$ cat config.mk
export PLATFORM = sky130hd
export DESIGN_NAME = tmr_rw_ctrl
export DESIGN_NICKNAME = d
export VERILOG_FILES = /design/src/rtl/tmr_rw_pkg.sv /design/src/rtl/tmr_vote.sv /design/src/rtl/tmr_rw_copy.sv /design/src/rtl/tmr_rw_ctrl.sv
export SDC_FILE = /design/constraint.sdc
export NUM_CORES = 1
export LEC_CHECK = 0
export BUFFER_PORTS_ARGS = -buffer_cell sky130_fd_sc_hd__buf_4
export CAP_MARGIN = 30
export CORE_MARGIN = 5
export CORE_UTILIZATION = 47
export DETAILED_ROUTE_END_ITERATION = 6
export GPL_TIMING_DRIVEN = 0
export PLACE_DENSITY = 0.75
export SYNTH_ARGS = -nofsm -noshare
export SYNTH_HDL_FRONTEND = slang
export SYNTH_SLANG_ARGS = --single-unit
$ cat constraint.sdc
create_clock -name clk -period 2.05 [get_ports clk]
set_input_delay 0.41 -clock clk [delete_from_list [all_inputs] [get_ports clk]]
set_output_delay 0.41 -clock clk [all_outputs]
set_load 0.01 [all_outputs]
$ cat src/rtl/tmr_rw_pkg.sv
package tmr_rw_pkg;
   localparam int ST_W     = 2;
   localparam int ST_SEL_W = (ST_W > 1) ? $clog2(ST_W) : 1;
   localparam int N_COPY   = 3;

   typedef enum logic [ST_W-1:0] {
      ST_IDLE = 2'b00,
      ST_RD   = 2'b01,
      ST_WR   = 2'b10
   } rw_state_e;
endpackage

$ cat src/rtl/tmr_vote.sv
module tmr_vote #(
   parameter int W = 1
) (
   input  logic [W-1:0] a,
   input  logic [W-1:0] b,
   input  logic [W-1:0] c,
   output logic [W-1:0] y
);
   generate
      if (W < 1) begin : g_bad_w
         $error("tmr_vote: W must be at least 1");
      end
   endgenerate

   always_comb y = (a & b) | (a & c) | (b & c);
endmodule

$ cat src/rtl/tmr_rw_copy.sv
module tmr_rw_copy
   import tmr_rw_pkg::*;
#(
   parameter int DATA_W = 32
) (
   input  logic              clk,
   input  logic              rst,
   input  logic              rd_req,
   input  logic              wr_req,
   input  logic [DATA_W-1:0] din,
   input  logic [ST_W-1:0]   st_fb,
   input  logic [DATA_W-1:0] word_fb,
   input  logic [DATA_W-1:0] dout_fb,
   input  logic [ST_W-1:0]   flip_mask,
   output logic [ST_W-1:0]   st_q,
   output logic [DATA_W-1:0] word_q,
   output logic [DATA_W-1:0] dout_q,
   output logic              done_q
);
   logic [ST_W-1:0]   st_n;
   logic [DATA_W-1:0] word_n;
   logic [DATA_W-1:0] dout_n;
   logic              done_n;

   always_comb begin
      st_n   = ST_IDLE;
      word_n = word_fb;
      dout_n = dout_fb;
      done_n = 1'b0;
      case (st_fb)
         ST_IDLE: begin
            if (rd_req) begin
               st_n = ST_RD;
            end else if (wr_req) begin
               st_n   = ST_WR;
               word_n = din;
            end
         end
         ST_RD: begin
            dout_n = word_fb;
            done_n = 1'b1;
         end
         ST_WR: begin
            done_n = 1'b1;
         end
         default: st_n = ST_IDLE;
      endcase
   end

   always_ff @(posedge clk) begin
      if (rst) begin
         st_q   <= ST_IDLE;
         word_q <= '0;
         dout_q <= '0;
         done_q <= 1'b0;
      end else begin
         st_q   <= st_n ^ flip_mask;
         word_q <= word_n;
         dout_q <= dout_n;
         done_q <= done_n;
      end
   end
endmodule

$ cat src/rtl/tmr_rw_ctrl.sv
module tmr_rw_ctrl
   import tmr_rw_pkg::*;
#(
   parameter int DATA_W    = 32,
   parameter bit VOTE_DATA = 1'b1
) (
   input  logic                clk,
   input  logic                rst,
   input  logic                rd_req,
   input  logic                wr_req,
   input  logic [DATA_W-1:0]   din,
   output logic [DATA_W-1:0]   dout,
   output logic                done,
   input  logic                upset_en,
   input  logic [1:0]          upset_copy,
   input  logic [ST_SEL_W-1:0] upset_bit,
   output logic [N_COPY-1:0]   mismatch
);
   generate
      if (DATA_W < 1) begin : g_bad_dw
         $error("tmr_rw_ctrl: DATA_W must be at least 1");
      end
      if (N_COPY != 3) begin : g_bad_nc
         $error("tmr_rw_ctrl: voting needs exactly three copies");
      end
   endgenerate

   logic [ST_W-1:0]   st_q   [N_COPY];
   logic [DATA_W-1:0] word_q [N_COPY];
   logic [DATA_W-1:0] dout_q [N_COPY];
   logic              done_q [N_COPY];
   logic [ST_W-1:0]   flip   [N_COPY];
   logic [DATA_W-1:0] word_fb[N_COPY];
   logic [DATA_W-1:0] dout_fb[N_COPY];

   logic [ST_W-1:0]   st_v;
   logic [DATA_W-1:0] word_v;
   logic [DATA_W-1:0] dout_v;
   logic              done_v;

   genvar c;
   generate
      for (c = 0; c < N_COPY; c++) begin : g_copy
         assign flip[c] = (upset_en && (upset_copy == 2'(c)))
                          ? (ST_W'(1) << upset_bit) : '0;

         if (VOTE_DATA) begin : g_fb_voted
            assign word_fb[c] = word_v;
            assign dout_fb[c] = dout_v;
         end else begin : g_fb_own
            assign word_fb[c] = word_q[c];
            assign dout_fb[c] = dout_q[c];
         end

         tmr_rw_copy #(.DATA_W(DATA_W)) copy_i (
            .clk       (clk),
            .rst       (rst),
            .rd_req    (rd_req),
            .wr_req    (wr_req),
            .din       (din),
            .st_fb     (st_v),
            .word_fb   (word_fb[c]),
            .dout_fb   (dout_fb[c]),
            .flip_mask (flip[c]),
            .st_q      (st_q[c]),
            .word_q    (word_q[c]),
            .dout_q    (dout_q[c]),
            .done_q    (done_q[c])
         );

         assign mismatch[c] = (st_q[c] != st_v);
      end
   endgenerate

   tmr_vote #(.W(ST_W)) vote_st_i (
      .a(st_q[0]), .b(st_q[1]), .c(st_q[2]), .y(st_v)
   );
   tmr_vote #(.W(DATA_W)) vote_word_i (
      .a(word_q[0]), .b(word_q[1]), .c(word_q[2]), .y(word_v)
   );
   tmr_vote #(.W(DATA_W)) vote_dout_i (
      .a(dout_q[0]), .b(dout_q[1]), .c(dout_q[2]), .y(dout_v)
   );
   tmr_vote #(.W(1)) vote_done_i (
      .a(done_q[0]), .b(done_q[1]), .c(done_q[2]), .y(done_v)
   );

   assign dout = dout_v;
   assign done = done_v;
endmodule

**Word-level counts from Yosys, hierarchy flattened**

Cells that the tools add are included.

- Bits in registers: 71
- Input bits: 40
- Output and inout port bits: 36
- Word-level logic and storage cells: 45

- Equal/unequal tests: 7
- Shifts and indexed selects: 1
- Muxes and demuxes: 11
- Bitwise operators: 14
- Reduce and logical (&&, ||, !) cells: 6

Operator list:

| operator | number |
|---|---|
| two-way mux 32 bit | 4 |
| OR 32 bit | 4 |
| bitwise AND 32 bit | 2 |
| two-way mux 2 bit | 6 |
| bitwise AND 2 bit | 3 |
| != test 2 bit | 3 |
| bitwise XOR 2 bit | 3 |
| == test 2 x 1 -> 1 bit (second input constant) | 2 |
| == test 2 bit (second input constant) | 2 |
| logical NOT 2 bit | 2 |
| OR 2 bit | 2 |
| logical AND 1 bit | 3 |
| OR reduction 2 bit | 1 |
| left shift 1 x 1 -> 2 bit (first input constant) | 1 |
| two-way mux 1 bit | 1 |

**Longest topological paths before layout**

- Depth in word-level cells: 6
- Gate-level depth with buffers: 9
- Gate-level depth less buffers: 6

**Cells and area by module**

From an unflattened synthesis, not the netlist that was laid out.

- Cells, all modules: 860
- Area, all modules: 9100.0 sq um

Modules (own cells, without submodules):

| module | instances | cells an instance | area each (sq um) | sequential area each (sq um) |
|---|---|---|---|---|
| tmr_rw_copy | 3 | 258 | 2740.1 | 1341.3 |
| tmr_vote (vote_dout_i ...) | 2 | 32 | 360.3 | 0.0 |
| tmr_rw_ctrl | 1 | 19 | 125.1 | 0.0 |
| tmr_vote (vote_st_i) | 1 | 2 | 22.5 | 0.0 |
| tmr_vote (vote_done_i) | 1 | 1 | 11.3 | 0.0 |

**Least setup slack after synthesis**

No wires, ideal clock.

- Kind: reg2reg
- Start: reg g_copy[1].copy_i.st_q[0]
- End: reg g_copy[0].copy_i.word_q[19]
- Library setup time: 0.075 ns
- Arrival: 1.871 ns
- Data required time: 1.975 ns
- Slack: 0.104 ns
- Stages on the path, launching flop included: 10
- Buffers on the path: 3
- Cells stage by stage: dfxtp_1 -> maj3_2 -> buf_6 -> inv_1 -> ha_1 -> and3b_1 -> clkbuf_1 -> clkbuf_1 -> nand3b_1 -> o22ai_1

- Cells in the longest elaborated chain, start to end: 5
- Elaborated cells on any way between the ends: 6
- Those cells by class: mux (1); bitwise (4); reduce/logical (1)

RTL lines:

| item | RTL line | source |
|---|---|---|
| start: declaration | tmr_rw_copy.sv:15 | `output logic [ST_W-1:0] st_q,` |
| start signal: assignment | tmr_rw_copy.sv:57 | `st_q <= st_n ^ flip_mask;` |
| bitwise AND 2 bit | tmr_vote.sv:15 | `always_comb y = (a & b) \| (a & c) \| (b & c);` |
| OR 2 bit | tmr_vote.sv:15 |  |
| OR 2 bit (*) | tmr_vote.sv:15 |  |
| logical NOT 2 bit (*) | tmr_rw_copy.sv:30 | `case (st_fb)` |
| two-way mux 32 bit (*) | tmr_rw_copy.sv:30 |  |
| end signal: assignment | tmr_rw_copy.sv:58 | `word_q <= word_n;` |
| end: declaration | tmr_rw_copy.sv:16 | `output logic [DATA_W-1:0] word_q,` |

Every way passes the cells marked *; elsewhere a longest branch is shown, timed or not.
A chain may end at the register's enable or synchronous reset.

**Worst setup path after layout**

- Start: reg g_copy[1].copy_i.st_q[0]
- End: out mismatch[1]

- Cells in the longest elaborated chain, start to end: 4
- Elaborated cells on any way between the ends: 5
- Those cells by class: eq/ne (1); bitwise (4)

RTL lines:

| item | RTL line | source |
|---|---|---|
| bitwise AND 2 bit | tmr_vote.sv:15 |  |
| OR 2 bit (2 in a row) | tmr_vote.sv:15 |  |
| != test 2 bit (*) | tmr_rw_ctrl.sv:71 | `assign mismatch[c] = (st_q[c] != st_v);` |
| end: declaration | tmr_rw_ctrl.sv:17 | `output logic [N_COPY-1:0] mismatch` |

Marks and branches as above.

==> flow_summary.ini <==
[outcome]
run_status = completed

[global_routing]
top_usage_layer = met2
use_met1_pct = 20.3
track_usage_pct = 16.3
use_met2_pct = 26.1
grt_use_met3_pct = 4.75
grt_antenna_before_repair = 0
global_route.overflow_total = 0
grt_start_max_net_pins = 14
grt_first_pass_wirelength_um = 11000
grt_pass1_vias = 2422

[setup_path]
startpoint_type = flip-flop
setup.worst_path.end_class = output port
crit_end = mismatch[1]
cp-startpoint = g_copy[1].copy_i.st_q[0]
timing.critical_path.fanout_max = 10
timing.reg2reg.worst_path_depth = 8
arrival_ns = 1.54
timing.critical_path.required_ns = 1.64
reg2reg_from = g_copy[1].copy_i.st_q[0]
timing_worst_setup_path_type = reg -> out
worst_r2r_setup_slack_ns = 0.18
worst_r2r_endpoint = g_copy[0].copy_i.word_q[15]

[sta]
finalHoldWorstSlack_ns = 0.345
setup_repair_after_global_routing_missed_its_margin = no
finalWorstSetupSlack_ns = 0.104
min_period_ns = 1.95
tightest_slew_ns = 0.414
hold_viol = 0
report.final.slew_viol_count = 0
achievable-frequency_mhz = 514
setup_viol = 0
slew_headroom_pct = 72.4
skew_ns = 0.00903
period_share_pct = 94.9
totalNegativeSetupSlack_ns = 0

[place]
cell_count_after_placement = 457
buffer_ports.inserted = 74
hpwlAfterDp_um = 4650
globalplace.congestion = 0.754
post-place-ws_ns = -0.324

[synth]
yosys.area.top_type_share_pct = 46.6
synth.cells.most_frequent = 71 x dfxtp_1, 67 x nand2b_1, 33 x nand3b_1
synth-main-ff-cell = dfxtp_1
ys_warn_count = 0
syn_nets = 347
post_synth_instance_area_um2 = 3050
avgSynthCellArea_um2 = 9.96
asyncSetResetFlopFracSynth_pct = 0
synth_area_leaders = dfxtp_1 47%, nand2b_1 14%, mux2i_1 11%
synth_enable_flop_cells = 0
synth_top_area_cell = dfxtp_1
ys_seq_area_share_pct = 46.6
synth_seq_cells = 71
syn-instance-count = 306
synth_most_common_cell = dfxtp_1
synth.distinct_cells = 29

[flow_run]
max-cap-violations = 0

[clock_tree]
clk-insertion-delay-late_ns = 0.34
cts_max_path_buffers = 2
cts_tree = done
root_buffer = clkbuf_8
h-tree-depth = 3
cts-buffers-inserted = 9
holdBufCountCts = 0
tritoncts_num_sinks = 71
clk_pin_slew_ns = 0.08

[drt]
detail_route.wl_per_cell_um = 13.7
dr_total_vias = 2436
detail_route.wirelength_um = 6510
drt_first_iter_violations = 90
avgViaCountPerCell = 5.14
drc_viols = 0
ant_nets = 0
drt_first_pass_iters = 4

[cells_and_area]
finalNonFillerCells = 474
drive_above_1_share_pct = 28.5
num_antenna_cells = 0
nets = 433
seqCellArea_um2 = 1420
n_fill_cell = 556
area.growth.synth_to_final_pct = 28.9
multi_input_area_um2 = 1490

[floorplan]
num_rows = 29
die_x_um = 90.5
die-area_um2 = 8200
floorplan.initialDensity_pct = 48.3
chipHeight_um = 90.5
core_area_um2 = 6310
io-pin-count = 76

[power]
report.power.total_w = 0.00296
power.leakage_nw = 1.69
irDropWorstVdd_mv = 0.567
power_density_nw_per_um2 = 754

[hold_path]
hp-class = in -> reg
## worst min path at each step
stage                                   to                   startpoint  slack (ns)  depth (start not counted)
6_report        g_copy[0].copy_i.word_q[2]                       din[2]        0.35                          3
5_1_grt        g_copy[0].copy_i.word_q[21]                      din[21]        0.34                          3
4_1_cts         g_copy[0].copy_i.word_q[3]                       din[3]        0.34                          3
3_5_place_dp   g_copy[0].copy_i.dout_q[30]  g_copy[0].copy_i.dout_q[30]        0.46                          2
3_3_place_gp   g_copy[0].copy_i.dout_q[13]  g_copy[0].copy_i.dout_q[13]        0.46                          2
2_1_floorplan  g_copy[0].copy_i.dout_q[10]  g_copy[0].copy_i.word_q[10]        0.46                          2
## report_power, final
group	switching, W	internal (W)	total (W)
clock network	0.000540	0.000561	0.00110
registers	0.0000245	0.00143	0.00146
logic	0.000195	0.000210	0.000405
## registers in the layout (all words and copies together), names as in the netlist
| signal | count |
|---|---|
| g_copy.copy_i.done_q | 1 |
| g_copy.copy_i.dout_q | 32 |
| g_copy.copy_i.st_q | 6 |
| g_copy.copy_i.word_q | 32 |
## layout make-up
cell class,instances,share of cell area [%]
Clock buffer,9,3.15
Buffer,27,3.63
Clock inverter,7,1.81
Multi-Input combinational cell,204,37.9
Sequential cell,71,36.2
Timing Repair Buffer,76,14.5
Inverter,3,0.286
Tap cell,77,2.45
## timing repair
item	4_1_cts	5_1_grt
setup buffers	0	2
setup endpoints to repair	32	22
pin swaps	0	1
endpoints found under the hold margin	0	0
gates resized for setup	7	8
## metrics by stage
step	instance area, um2	util (%)
after CTS	3900	61.8
after global placement	3700	58.6
after global routing	3930	62.3
after floorplan	3050	-
after detailed placement	3700	58.6
final	3930	62.3
## cell families after synthesis
group,synth area share [%]
DFF,46.6
muxes,10.5
adders and majority gates,1.15
xor gates and xnor gates,1.44
and+or+nand+nor,26.5
buffers and inverters,4.76
AOI/OAI and AO/OA,9.07
## critical path, cell delays in order, from the launching register on
cell and delay [ns]:
dfxtp_2 0.35, maj3_2 0.33, buf_6 0.15, xnor2_1 0.11, o21ai_0 0.11, buf_4 0.15
## routing by layer
layer | wire length [um] | vias up
li1 | - | 1250
met1 | 2970 | 1107
met2 | 2990 | 69
met3 | 420 | 10
met4 | 120 | 0
met5 | 0 | -
## placed cells by master (no fill, tap or decap), types with 2 or more instances in the layout
master	count
mux2i_1	32
or4_1	3
maj3_2	2
nand3b_1	33
nor2b_1	2
buf_6	2
clkbuf_1	12
buf_4	78
o22ai_1	32
buf_2	6
inv_1	3
dfxtp_2	2
xor2_1	3
dfxtp_1	69
nand2_1	2
and4b_1	2
o31ai_1	3
nand2b_1	67
a21oi_1	5
clkbuf_4	2
clkbuf_2	3
clkinvlp_4	3
nor4bb_1	3
nor2_1	4
clkbuf_8	9
clkinv_2	2
Note: power is estimated with default switching activity, not from simulation.
